<file path="src/rtl/ats_pkg.sv">
package ats_pkg;

  localparam int WORD_W = 16;
  localparam int SLOT_W = 5;

  typedef enum logic [1:0] {
    STD_PHILIPS = 2'd0,
    STD_MSBJ    = 2'd1,
    STD_LSBJ    = 2'd2,
    STD_PCM     = 2'd3
  } std_e;

  // Build a channel image left-aligned in 32 bits; bit 31 leaves first.
  function automatic logic [31:0] pack_chan(input std_e std, input logic [1:0] dl,
                                            input logic cl32,
                                            input logic [WORD_W-1:0] hi,
                                            input logic [WORD_W-1:0] lo);
    logic [31:0] img;
    logic        rjust;
    rjust = (std == STD_LSBJ);
    case (dl)
      2'd0:    img = (cl32 && rjust) ? {16'h0000, hi} : {hi, 16'h0000};
      2'd1:    img = rjust ? ({hi, lo & 16'hFF00} >> 8) : {hi, lo & 16'hFF00};
      default: img = {hi, lo};
    endcase
    return img;
  endfunction

endpackage

</file>
<file path="src/rtl/ats_bclk_gen.sv">
module ats_bclk_gen #(
  parameter int DIV_W = 8
) (
  input  logic             clk,
  input  logic             rst_n,
  input  logic             run,
  input  logic [DIV_W-1:0] ratio,
  output logic             sck,
  output logic             fall_tick
);
  logic [DIV_W-1:0] half_raw;
  logic [DIV_W-1:0] half;
  logic [DIV_W-1:0] hc_q;
  logic             sck_q;
  logic             tick;

  always_comb begin
    half_raw = ratio >> 1;
    half     = (half_raw == '0) ? {{(DIV_W-1){1'b0}}, 1'b1} : half_raw;
    tick     = run && (hc_q == half - 1'b1);
  end

  always_ff @(posedge clk or negedge rst_n) begin
    if (!rst_n) begin
      hc_q  <= '0;
      sck_q <= 1'b0;
    end else if (!run) begin
      hc_q  <= '0;
      sck_q <= 1'b0;
    end else if (tick) begin
      hc_q  <= '0;
      sck_q <= ~sck_q;
    end else begin
      hc_q  <= hc_q + 1'b1;
    end
  end

  assign sck       = sck_q;
  assign fall_tick = tick && sck_q;

  a_r11_idle_clock_low: assert property (@(posedge clk) disable iff (!rst_n)
    (!run && $past(!run)) |-> !sck_q);

endmodule

</file>
<file path="src/rtl/ats_word_stage.sv">
module ats_word_stage
  import ats_pkg::*;
(
  input  logic              clk,
  input  logic              rst_n,
  input  logic              s_valid,
  input  logic [WORD_W-1:0] s_data,
  output logic              s_ready,
  input  logic              need_two,
  input  logic              take,
  output logic              full,
  output logic [WORD_W-1:0] hi,
  output logic [WORD_W-1:0] lo
);
  logic [WORD_W-1:0] hold_q;
  logic              hold_vld_q;
  logic [1:0]        cnt_q;
  logic [WORD_W-1:0] hi_q, lo_q;
  logic              accept, move;

  always_comb begin
    full    = (cnt_q == (need_two ? 2'd2 : 2'd1));
    s_ready = !hold_vld_q;
    accept  = s_valid && s_ready;
    move    = hold_vld_q && !full;
  end

  always_ff @(posedge clk or negedge rst_n) begin
    if (!rst_n) begin
      hold_q     <= '0;
      hold_vld_q <= 1'b0;
    end else if (accept) begin
      hold_q     <= s_data;
      hold_vld_q <= 1'b1;
    end else if (move) begin
      hold_vld_q <= 1'b0;
    end
  end

  always_ff @(posedge clk or negedge rst_n) begin
    if (!rst_n) begin
      cnt_q <= 2'd0;
      hi_q  <= '0;
      lo_q  <= '0;
    end else if (take) begin
      cnt_q <= 2'd0;
    end else if (move) begin
      cnt_q <= cnt_q + 2'd1;
      if (cnt_q == 2'd0) hi_q <= hold_q;
      else               lo_q <= hold_q;
    end
  end

  assign hi = hi_q;
  assign lo = lo_q;

  a_r2_accept_blocks: assert property (@(posedge clk) disable iff (!rst_n)
    (s_valid && s_ready) |=> !s_ready);

  a_r2_take_needs_full: assert property (@(posedge clk) disable iff (!rst_n)
    take |-> (cnt_q != 2'd0));

endmodule

</file>
<file path="src/rtl/ats_frame_shift.sv">
module ats_frame_shift
  import ats_pkg::*;
(
  input  logic              clk,
  input  logic              rst_n,
  input  logic              enable,
  input  std_e              std,
  input  logic [1:0]        dl,
  input  logic              cl,
  input  logic              fall_tick,
  input  logic              st_full,
  input  logic [WORD_W-1:0] st_hi,
  input  logic [WORD_W-1:0] st_lo,
  input  logic              underrun_clr,
  output logic              take,
  output logic              run,
  output logic              ws,
  output logic              sd,
  output logic              underrun
);
  logic              run_q, c_q, last_q, ws_q, sd_q, ur_q;
  logic [SLOT_W-1:0] j_q, nj, last_j;
  logic [31:0]       sh_q, vec;
  logic              nc, cl32, delayed, pcm, go, adv, chan_start, bit_now;

  always_comb begin
    cl32       = cl || (dl != 2'd0);
    last_j     = cl32 ? 5'd31 : 5'd15;
    pcm        = (std == STD_PCM);
    delayed    = (std == STD_PHILIPS) || pcm;
    go         = enable && !run_q && st_full;
    adv        = enable && run_q && fall_tick;
    chan_start = go || (adv && (j_q == last_j));
    take       = chan_start && st_full;
    vec        = take ? pack_chan(std, dl, cl32, st_hi, st_lo) : 32'h0;
    bit_now    = chan_start ? vec[31] : sh_q[31];
    if (go) begin
      nj = '0;
      nc = 1'b0;
    end else if (j_q == last_j) begin
      nj = '0;
      nc = pcm ? 1'b0 : ~c_q;
    end else begin
      nj = j_q + 5'd1;
      nc = c_q;
    end
  end

  always_ff @(posedge clk or negedge rst_n) begin
    if (!rst_n) begin
      run_q <= 1'b0; j_q <= '0; c_q <= 1'b0; sh_q <= '0;
      last_q <= 1'b0; ws_q <= 1'b0; sd_q <= 1'b0;
    end else if (!enable) begin
      run_q <= 1'b0; j_q <= '0; c_q <= 1'b0; sh_q <= '0;
      last_q <= 1'b0; ws_q <= 1'b0; sd_q <= 1'b0;
    end else if (go || adv) begin
      run_q  <= 1'b1;
      j_q    <= nj;
      c_q    <= nc;
      sh_q   <= chan_start ? (vec << 1) : (sh_q << 1);
      last_q <= bit_now;
      sd_q   <= delayed ? last_q : bit_now;
      ws_q   <= pcm ? (nj == '0) : nc;
    end
  end

  always_ff @(posedge clk or negedge rst_n) begin
    if (!rst_n)                            ur_q <= 1'b0;
    else if (adv && chan_start && !st_full) ur_q <= 1'b1;
    else if (underrun_clr)                 ur_q <= 1'b0;
  end

  assign run      = run_q;
  assign ws       = ws_q;
  assign sd       = sd_q;
  assign underrun = ur_q;

  a_r11_change_on_fall: assert property (@(posedge clk) disable iff (!rst_n)
    (run_q && $past(run_q) && !$past(fall_tick)) |-> ($stable(ws_q) && $stable(sd_q)));

  a_r9_sync_one_slot: assert property (@(posedge clk) disable iff (!rst_n)
    (pcm && run_q && $past(run_q) && $past(fall_tick) && $past(ws_q)) |-> !ws_q);

  a_r10_sticky_flag: assert property (@(posedge clk) disable iff (!rst_n)
    ($past(ur_q) && !$past(underrun_clr)) |-> ur_q);

  a_r4_left_first: assert property (@(posedge clk) disable iff (!rst_n)
    (go && !pcm) |=> !ws_q);

endmodule

</file>
<file path="src/rtl/aud_ser_tx.sv">
module aud_ser_tx #(
  parameter int DIV_W = 8
) (
  input  logic             clk,
  input  logic             rst_n,
  input  logic             enable,
  input  logic [1:0]       cfg_std,
  input  logic [1:0]       cfg_dlen,
  input  logic             cfg_clen,
  input  logic [DIV_W-1:0] cfg_ratio,
  input  logic             s_valid,
  input  logic [15:0]      s_data,
  output logic             s_ready,
  input  logic             underrun_clr,
  output logic             underrun,
  output logic             sck,
  output logic             ws,
  output logic             sd
);
  import ats_pkg::*;

  std_e        std_sel;
  logic        take, st_full, run, fall_tick;
  logic [15:0] st_hi, st_lo;

  assign std_sel = std_e'(cfg_std);

  ats_word_stage u_stage (
    .clk      (clk),
    .rst_n    (rst_n),
    .s_valid  (s_valid),
    .s_data   (s_data),
    .s_ready  (s_ready),
    .need_two (cfg_dlen != 2'd0),
    .take     (take),
    .full     (st_full),
    .hi       (st_hi),
    .lo       (st_lo)
  );

  ats_bclk_gen #(.DIV_W(DIV_W)) u_bclk (
    .clk       (clk),
    .rst_n     (rst_n),
    .run       (run),
    .ratio     (cfg_ratio),
    .sck       (sck),
    .fall_tick (fall_tick)
  );

  ats_frame_shift u_shift (
    .clk          (clk),
    .rst_n        (rst_n),
    .enable       (enable),
    .std          (std_sel),
    .dl           (cfg_dlen),
    .cl           (cfg_clen),
    .fall_tick    (fall_tick),
    .st_full      (st_full),
    .st_hi        (st_hi),
    .st_lo        (st_lo),
    .underrun_clr (underrun_clr),
    .take         (take),
    .run          (run),
    .ws           (ws),
    .sd           (sd),
    .underrun     (underrun)
  );

endmodule

</file>
<file path="config.mk">
export PLATFORM = sky130hd
export DESIGN_NAME = aud_ser_tx
export DESIGN_NICKNAME = d
export VERILOG_FILES = /design/src/rtl/ats_pkg.sv /design/src/rtl/ats_bclk_gen.sv /design/src/rtl/ats_word_stage.sv /design/src/rtl/ats_frame_shift.sv /design/src/rtl/aud_ser_tx.sv
export SDC_FILE = /design/constraint.sdc
export NUM_CORES = 1
export LEC_CHECK = 0
export ABC_CLOCK_PERIOD_IN_PS = 3400
export BUFFER_PORTS_ARGS = -buffer_cell sky130_fd_sc_hd__buf_2
export CAP_MARGIN = 25
export CORE_UTILIZATION = 42
export DETAILED_ROUTE_END_ITERATION = 16
export GPL_TIMING_DRIVEN = 0
export MAX_ROUTING_LAYER = met4
export PLACE_DENSITY_LB_ADDON = 0.3
export SYNTH_ARGS = -nofsm -noshare
export SYNTH_HDL_FRONTEND = slang
export SYNTH_HIERARCHICAL = 1
export SYNTH_SLANG_ARGS = --single-unit
</file>
<file path="constraint.sdc">
create_clock -name clk -period 3.4 [get_ports clk]
set_input_delay 0 -clock clk [delete_from_list [all_inputs] [get_ports clk]]
set_output_delay 0 -clock clk [all_outputs]
set_load 0.01 [all_outputs]
</file>
## Word-level counts from Yosys, hierarchy flattened

Cells that the tools add are included.

| storage, ports and cells | value |
|---|---|
| memories kept | 0 |
| input port bits | 34 |
| output and inout bits | 5 |
| memory bits (writable) | 0 |
| bits in latches | 0 |
| register bits after elaboration | 103 |
| word-level logic and storage cells | 102 |
| ROM bits | 0 |

| cells by class | value |
|---|---|
| div/mod/pow operators | 0 |
| bitwise logic cells | 4 |
| shift operators | 0 |
| $mul | 0 |
| $add $sub $neg | 4 |
| mux-type cells | 40 |
| equality and inequality tests | 8 |
| $lt $le $gt $ge | 0 |
| reductions and logical operators | 31 |

Operators with widths:

| kind | number |
|---|---|
| $mux 32 | 6 |
| $pmux 32 s2 | 1 |
| $mux 5 | 5 |
| $mux 1 | 22 |
| $mux 8 | 2 |
| $logic_and 1x1->1 | 13 |
| $add 8x1->8 const B | 1 |
| $eq 8x8->1 | 1 |
| $logic_not 8->1 | 1 |
| $reduce_bool 2->1 | 4 |
| $sub 8x1->8 const B | 1 |
| $mux 7 | 1 |
| $logic_not 2->1 | 3 |
| $mux 2 | 3 |
| $reduce_and 3->1 | 2 |
| $add 5x1->5 const B | 1 |
| $eq 5x5->1 | 1 |
| $logic_not 5->1 | 1 |
| $eq 2x2->1 const B | 2 |
| $logic_or 1x1->1 | 4 |
| $not 1->1 | 4 |
| $logic_not 1->1 | 3 |
| $add 2x1->2 const B | 1 |
| $eq 2x1->1 const B | 1 |
| 3 further kinds | 3 |

## Logic depth before layout (Yosys ltp)

| logic depth | value |
|---|---|
| word-level depth | 15 |
| gate-level depth with buffers | 19 |
| gate-level depth less buffers | 16 |

## Hierarchy

Netlist, hierarchy kept.

By module, submodules not included:

| module | times used | seq. area each (um^2) | area an instance (um^2) | cells each |
|---|---|---|---|---|
| ats_frame_shift | 1 | 1051.0 | 2613.8 | 277 |
| ats_word_stage | 1 | 1276.2 | 2057.0 | 126 |
| ats_bclk_gen | 1 | 225.2 | 671.9 | 69 |
| aud_ser_tx | 1 | 0.0 | 6.3 | 1 |

## Worst setup path before layout

Ideal clock, no wire load.

| timing path | value |
|---|---|
| kind | input to register |
| start | input port cfg_ratio[3] |
| end | register u_stage.lo_q[10], in the netlist u_stage/lo[10] |
| setup time | 0.125 ns |
| data required time | 3.275 ns |
| slack | -0.418 ns |
| stages on the path | 19 |
| arrival | 3.692 ns |
| buffers on the path | 3 |
| cells stage by stage | or4_4 nor3_2 nor2_1 ha_1 xor2_1 xnor2_1 nand4_1 a2111oi_4 and3_1 nand2b_1 and2_1 o21ai_2 buf_2 inv_1 nand2b_1 or4_1 buf_6 buf_12 mux2_4 |

| on the way | value |
|---|---|
| word-level cells in the longest chain between the ends | 12 |

RTL lines:

| item | line | RTL |
|---|---|---|
| start: declaration | aud_ser_tx.sv:10 | `input logic [DIV_W-1:0] cfg_ratio,` |
| $logic_not 8->1 | ats_bclk_gen.sv:19 | `half = (half_raw == '0) ? {{(DIV_W-1){1'b0}}, 1'b1} : half_raw;` |
| $mux 7 (*) | ats_bclk_gen.sv:19 |  |
| $sub 8x1->8 (*) | ats_bclk_gen.sv:20 | `tick = run && (hc_q == half - 1'b1);` |
| $eq 8x8->1 (*) | ats_bclk_gen.sv:20 |  |
| $logic_and 1x1->1 (*) | ats_bclk_gen.sv:20 |  |
| $logic_and 1x1->1 (*) | ats_bclk_gen.sv:39 | `assign fall_tick = tick && sck_q;` |
| via fall_tick | aud_ser_tx.sv:23 | `logic take, st_full, run, fall_tick;` |
| $logic_and 1x1->1 (*) | ats_frame_shift.sv:32 | `adv = enable && run_q && fall_tick;` |
| $logic_and 1x1->1 (*) | ats_frame_shift.sv:33 | `chan_start = go \|\| (adv && (j_q == last_j));` |
| $logic_or 1x1->1 (*) | ats_frame_shift.sv:33 |  |
| $logic_and 1x1->1 (*) | ats_frame_shift.sv:34 | `take = chan_start && st_full;` |
| via take | aud_ser_tx.sv:23 |  |
| $not 1->1 (no line) (*) | -- |  |
| $reduce_and 3->1 (no line) (*) | -- |  |
| end signal: assignment | ats_word_stage.sv:50 | `else lo_q <= hold_q;` |
| end: declaration | ats_word_stage.sv:18 | `logic [WORD_W-1:0] hi_q, lo_q;` |

The timed path passes the listed nets; every way through them passes the cells marked *.
A chain may end at the register's enable or synchronous reset.

## Final worst setup path

| timing path | value |
|---|---|
| start | input port cfg_ratio[5] |
| end | register u_stage.lo_q[5], in the netlist u_stage/lo[5] |

The elaborated chain is that of the path after synthesis.

==> impl_metrics.env <==
export IMPL_dp_slack_ps=-1030
export IMPL_tritoncts="done"
export IMPL_synthArstFlopShare=1.00
export IMPL_grt_usage=0.221
export IMPL_final_common_cell="dfrtp_1"
export IMPL_layout_drive_gt1_share=0.282
export IMPL_cts_sinks=102
export IMPL_die_h_um=115
export IMPL_drv_cap=0
export IMPL_combPwrFrac=0.298
export IMPL_syn_to_final_growth_pct=21.8
export IMPL_max_slew_margin=0.579
export IMPL_hold_viol=0
export IMPL_hpwl_um=9410
export IMPL_path_class="input port to flop"
export IMPL_ys_ff_latch=102
export IMPL_fin_crit_sh=1.01
export IMPL_ys_flop_type="dfrtp_1"
export IMPL_final_cell_mix="dfrtp_1, buf_2, mux2_2"
export IMPL_root_buffer="clkbuf_16"
export IMPL_clkLatencyLatePin_ps=350
export IMPL_cts_htree_levels=3
export IMPL_power_mw=4.38
export IMPL_p_switching_mw=1.41
export IMPL_antenna_found_initial=0
export IMPL_netlist_area_um2=5350
export IMPL_wl_per_cell_um=18.5
export IMPL_finalCriticalPeriod_ps=3430
export IMPL_crit_arrival_ps=3660
export IMPL_setup_viol_count_final=9
export IMPL_yosysSeqAreaShare=0.477
export IMPL_clock_skew_ps=7.13
export IMPL_worstPathRequired_ps=3630
export IMPL_fillCellCount=1125
export IMPL_cp_max_fo=8
export IMPL_endpoint_kind="flop"
export IMPL_coreArea_um2=12200
export IMPL_numPortBuffers=37
export IMPL_grt_pass1_vias=4075
export IMPL_grt_max_degree=71
export IMPL_route_detailed_drc=0
export IMPL_p_int_mw=2.96
export IMPL_synth_cell_type_count=68
export IMPL_start_util=0.438
export IMPL_path_clk_slew_ps=70
export IMPL_synth_cells=473
export IMPL_wl_um=13500
export IMPL_io_pins=39
export IMPL_antenna_cells=0
export IMPL_hold_depth=4
export IMPL_vias_per_cell=5.81
export IMPL_powerDensity_nw_per_um2=672
export IMPL_ant_nets=0
export IMPL_violations="setup timing"
export IMPL_grt_first_pass_wirelength_um=21600
export IMPL_synth_edf_count=0
export IMPL_cts_made_buffers=9
export IMPL_setup_slack_ps=-25.9
export IMPL_leakage_nw=2.85
export IMPL_place_inst=679
export IMPL_globalRouteOverflowTotal=0
export IMPL_synth_area_leaders="dfrtp_1, mux2_2, mux2_4"
export IMPL_rr_worst_depth=11
export IMPL_synth_top_cell_area_share=0.477
export IMPL_hold_path_class="input port to flop"
export IMPL_die_area_um2=13200
export IMPL_yosysWarnings=6
export IMPL_utilization=0.534
export IMPL_swShare=0.323
export IMPL_synth_top_cell_by_area="dfrtp_1"
export IMPL_status="complete, but fails checks"
export IMPL_syn_area_per_cell_um2=11.3
export IMPL_drtIter0Drc=423
export IMPL_sequentialPowerShare=0.442
export IMPL_slew_viol_final=0
export IMPL_vias=4227
export IMPL_synth_fp_nets=513
export IMPL_rows=40
export IMPL_peakVddDrop_v=0.000477
export IMPL_start_kind="input port"
export IMPL_cts_buffer_depth=2
export IMPL_die_w_um=115
export IMPL_pwr_share_clk=0.260
export IMPL_fin_nets=595
export IMPL_tightest_slew_ps=627
export IMPL_rsz0062_at_grt="true"
export IMPL_fmax_mhz=292
export IMPL_finalHoldWorstSlack_ps=116
export IMPL_final_cells=728
export IMPL_gp_congestion=0.866
export IMPL_first_pass_iters=5
## final timing paths
check                                       from  slack (ps)               to
worst max register to register  u_stage/cnt_q[1]         180    u_stage/lo[5]
min in group asynchronous                  rst_n         150   u_shift/j_q[3]
worst min-delay path                  cfg_std[1]         120       u_shift/sd
worst min register to register   u_shift/sh_q[2]         510  u_shift/sh_q[2]
worst max-delay path                cfg_ratio[5]         -30    u_stage/lo[5]
max in group asynchronous                  rst_n        2560    u_stage/lo[9]
## routing by layer
metal  wire length [µm]  track usage  up-vias
li1                   -            -     1960
met5                  0            -        -
met3                716       0.0406       17
met2               6430        0.343      161
met1               6180        0.295     2089
met4                176       0.0649        0
## area by class of cell
cell class / count / area [µm²] / area share
inverters: 10 / 40.0 / 0.00615
flip-flops and latches: 102 / 2550 / 0.392
clock buffers: 10 / 239 / 0.0367
clock inverters: 6 / 91.3 / 0.0140
well taps: 168 / 210 / 0.0323
multi-input cells: 330 / 2660 / 0.408
plain buffers: 29 / 159 / 0.0244
repair buffers: 73 / 567 / 0.0870
## through the flow
step	area [µm²]	setup TNS, ps
finish	6520	-136
global route	6520	-2110
CTS	6380	0
detailed placement	5830	-47980
global placement	5800	-39670
floorplan	5400	-7140
## worst max-delay path, cell delays in order
cell and delay (ps):
buf_8 90, or4_4 550, nor3_4 190, nor2_1 70, ha_2 200, xor2_1 170, xnor2_1 140, nand4_1 140
a2111oi_4 80, and3_4 230, nand2b_4 150, and2_4 180, o21ai_4 80, buf_6 140, inv_4 30, nand2b_4 130
or4_4 580, clkbuf_16 210, mux2_4 290
## flip-flops by register name, indices dropped and copies added (netlist names), 2 cells and up
name and cells:
u_bclk/hc_q 8, u_shift/j_q 5, u_shift/sh_q 31, u_stage/cnt_q 2, u_stage/hi 16, u_stage/hold_q 16
u_stage/lo 16
## logic make-up after synthesis
logic type	count (synthesis)	synth area share
AOI/OAI and AO/OA	105	0.154
xor gates and xnor gates	15	0.0246
adders and majority gates	6	0.0140
buffers and inverters	41	0.0370
DFF	102	0.477
muxes	59	0.131
and+or+nand+nor	145	0.162
## timing repair
| action | in CTS | in global routing |
|---|---|---|
| pin swaps | 4 | 9 |
| endpoints found under the hold margin | 49 | 0 |
| hold buffers | 18 | 0 |
| buffers inserted | 5 | 10 |
| gates cloned | 0 | 2 |
| endpoints found under the setup margin | 62 | 35 |
| resized for setup | 0 | 17 |
## synthesized netlist by cell type (all sizes together) (2+ instances only)
master / count
and2: 5
mux2i: 7
nand2b: 6
o311ai: 2
ha: 6
xor2: 9
clkbuf: 17
or4: 2
o22ai: 4
a222oi: 8
a21boi: 2
a32oi: 8
a2111oi: 2
nand3: 24
and3b: 7
mux2: 52
nor2: 8
a21o: 4
nor3: 6
nand2: 29
nor4: 2
inv: 10
a21oi: 13
a221o: 14
or2: 4
nor2b: 13
buf: 14
nand4: 6
a22oi: 4
a31oi: 3
dfrtp: 102
and3: 14
and4: 2
nor3b: 9
o21ai: 14
o211ai: 16
or3: 4
xnor2: 6
## power by group through the flow
stage                     clock, mW  combinational, mW  sequential, mW
final                          1.14               1.30            1.94
after global routing           1.21               1.40            1.98
after CTS                      1.16               1.22            1.93
after detailed placement          0               1.19            1.95
after global placement            0               1.14            1.93
after floorplan                   0              0.944            1.77
(Power assumes the default switching activity.)
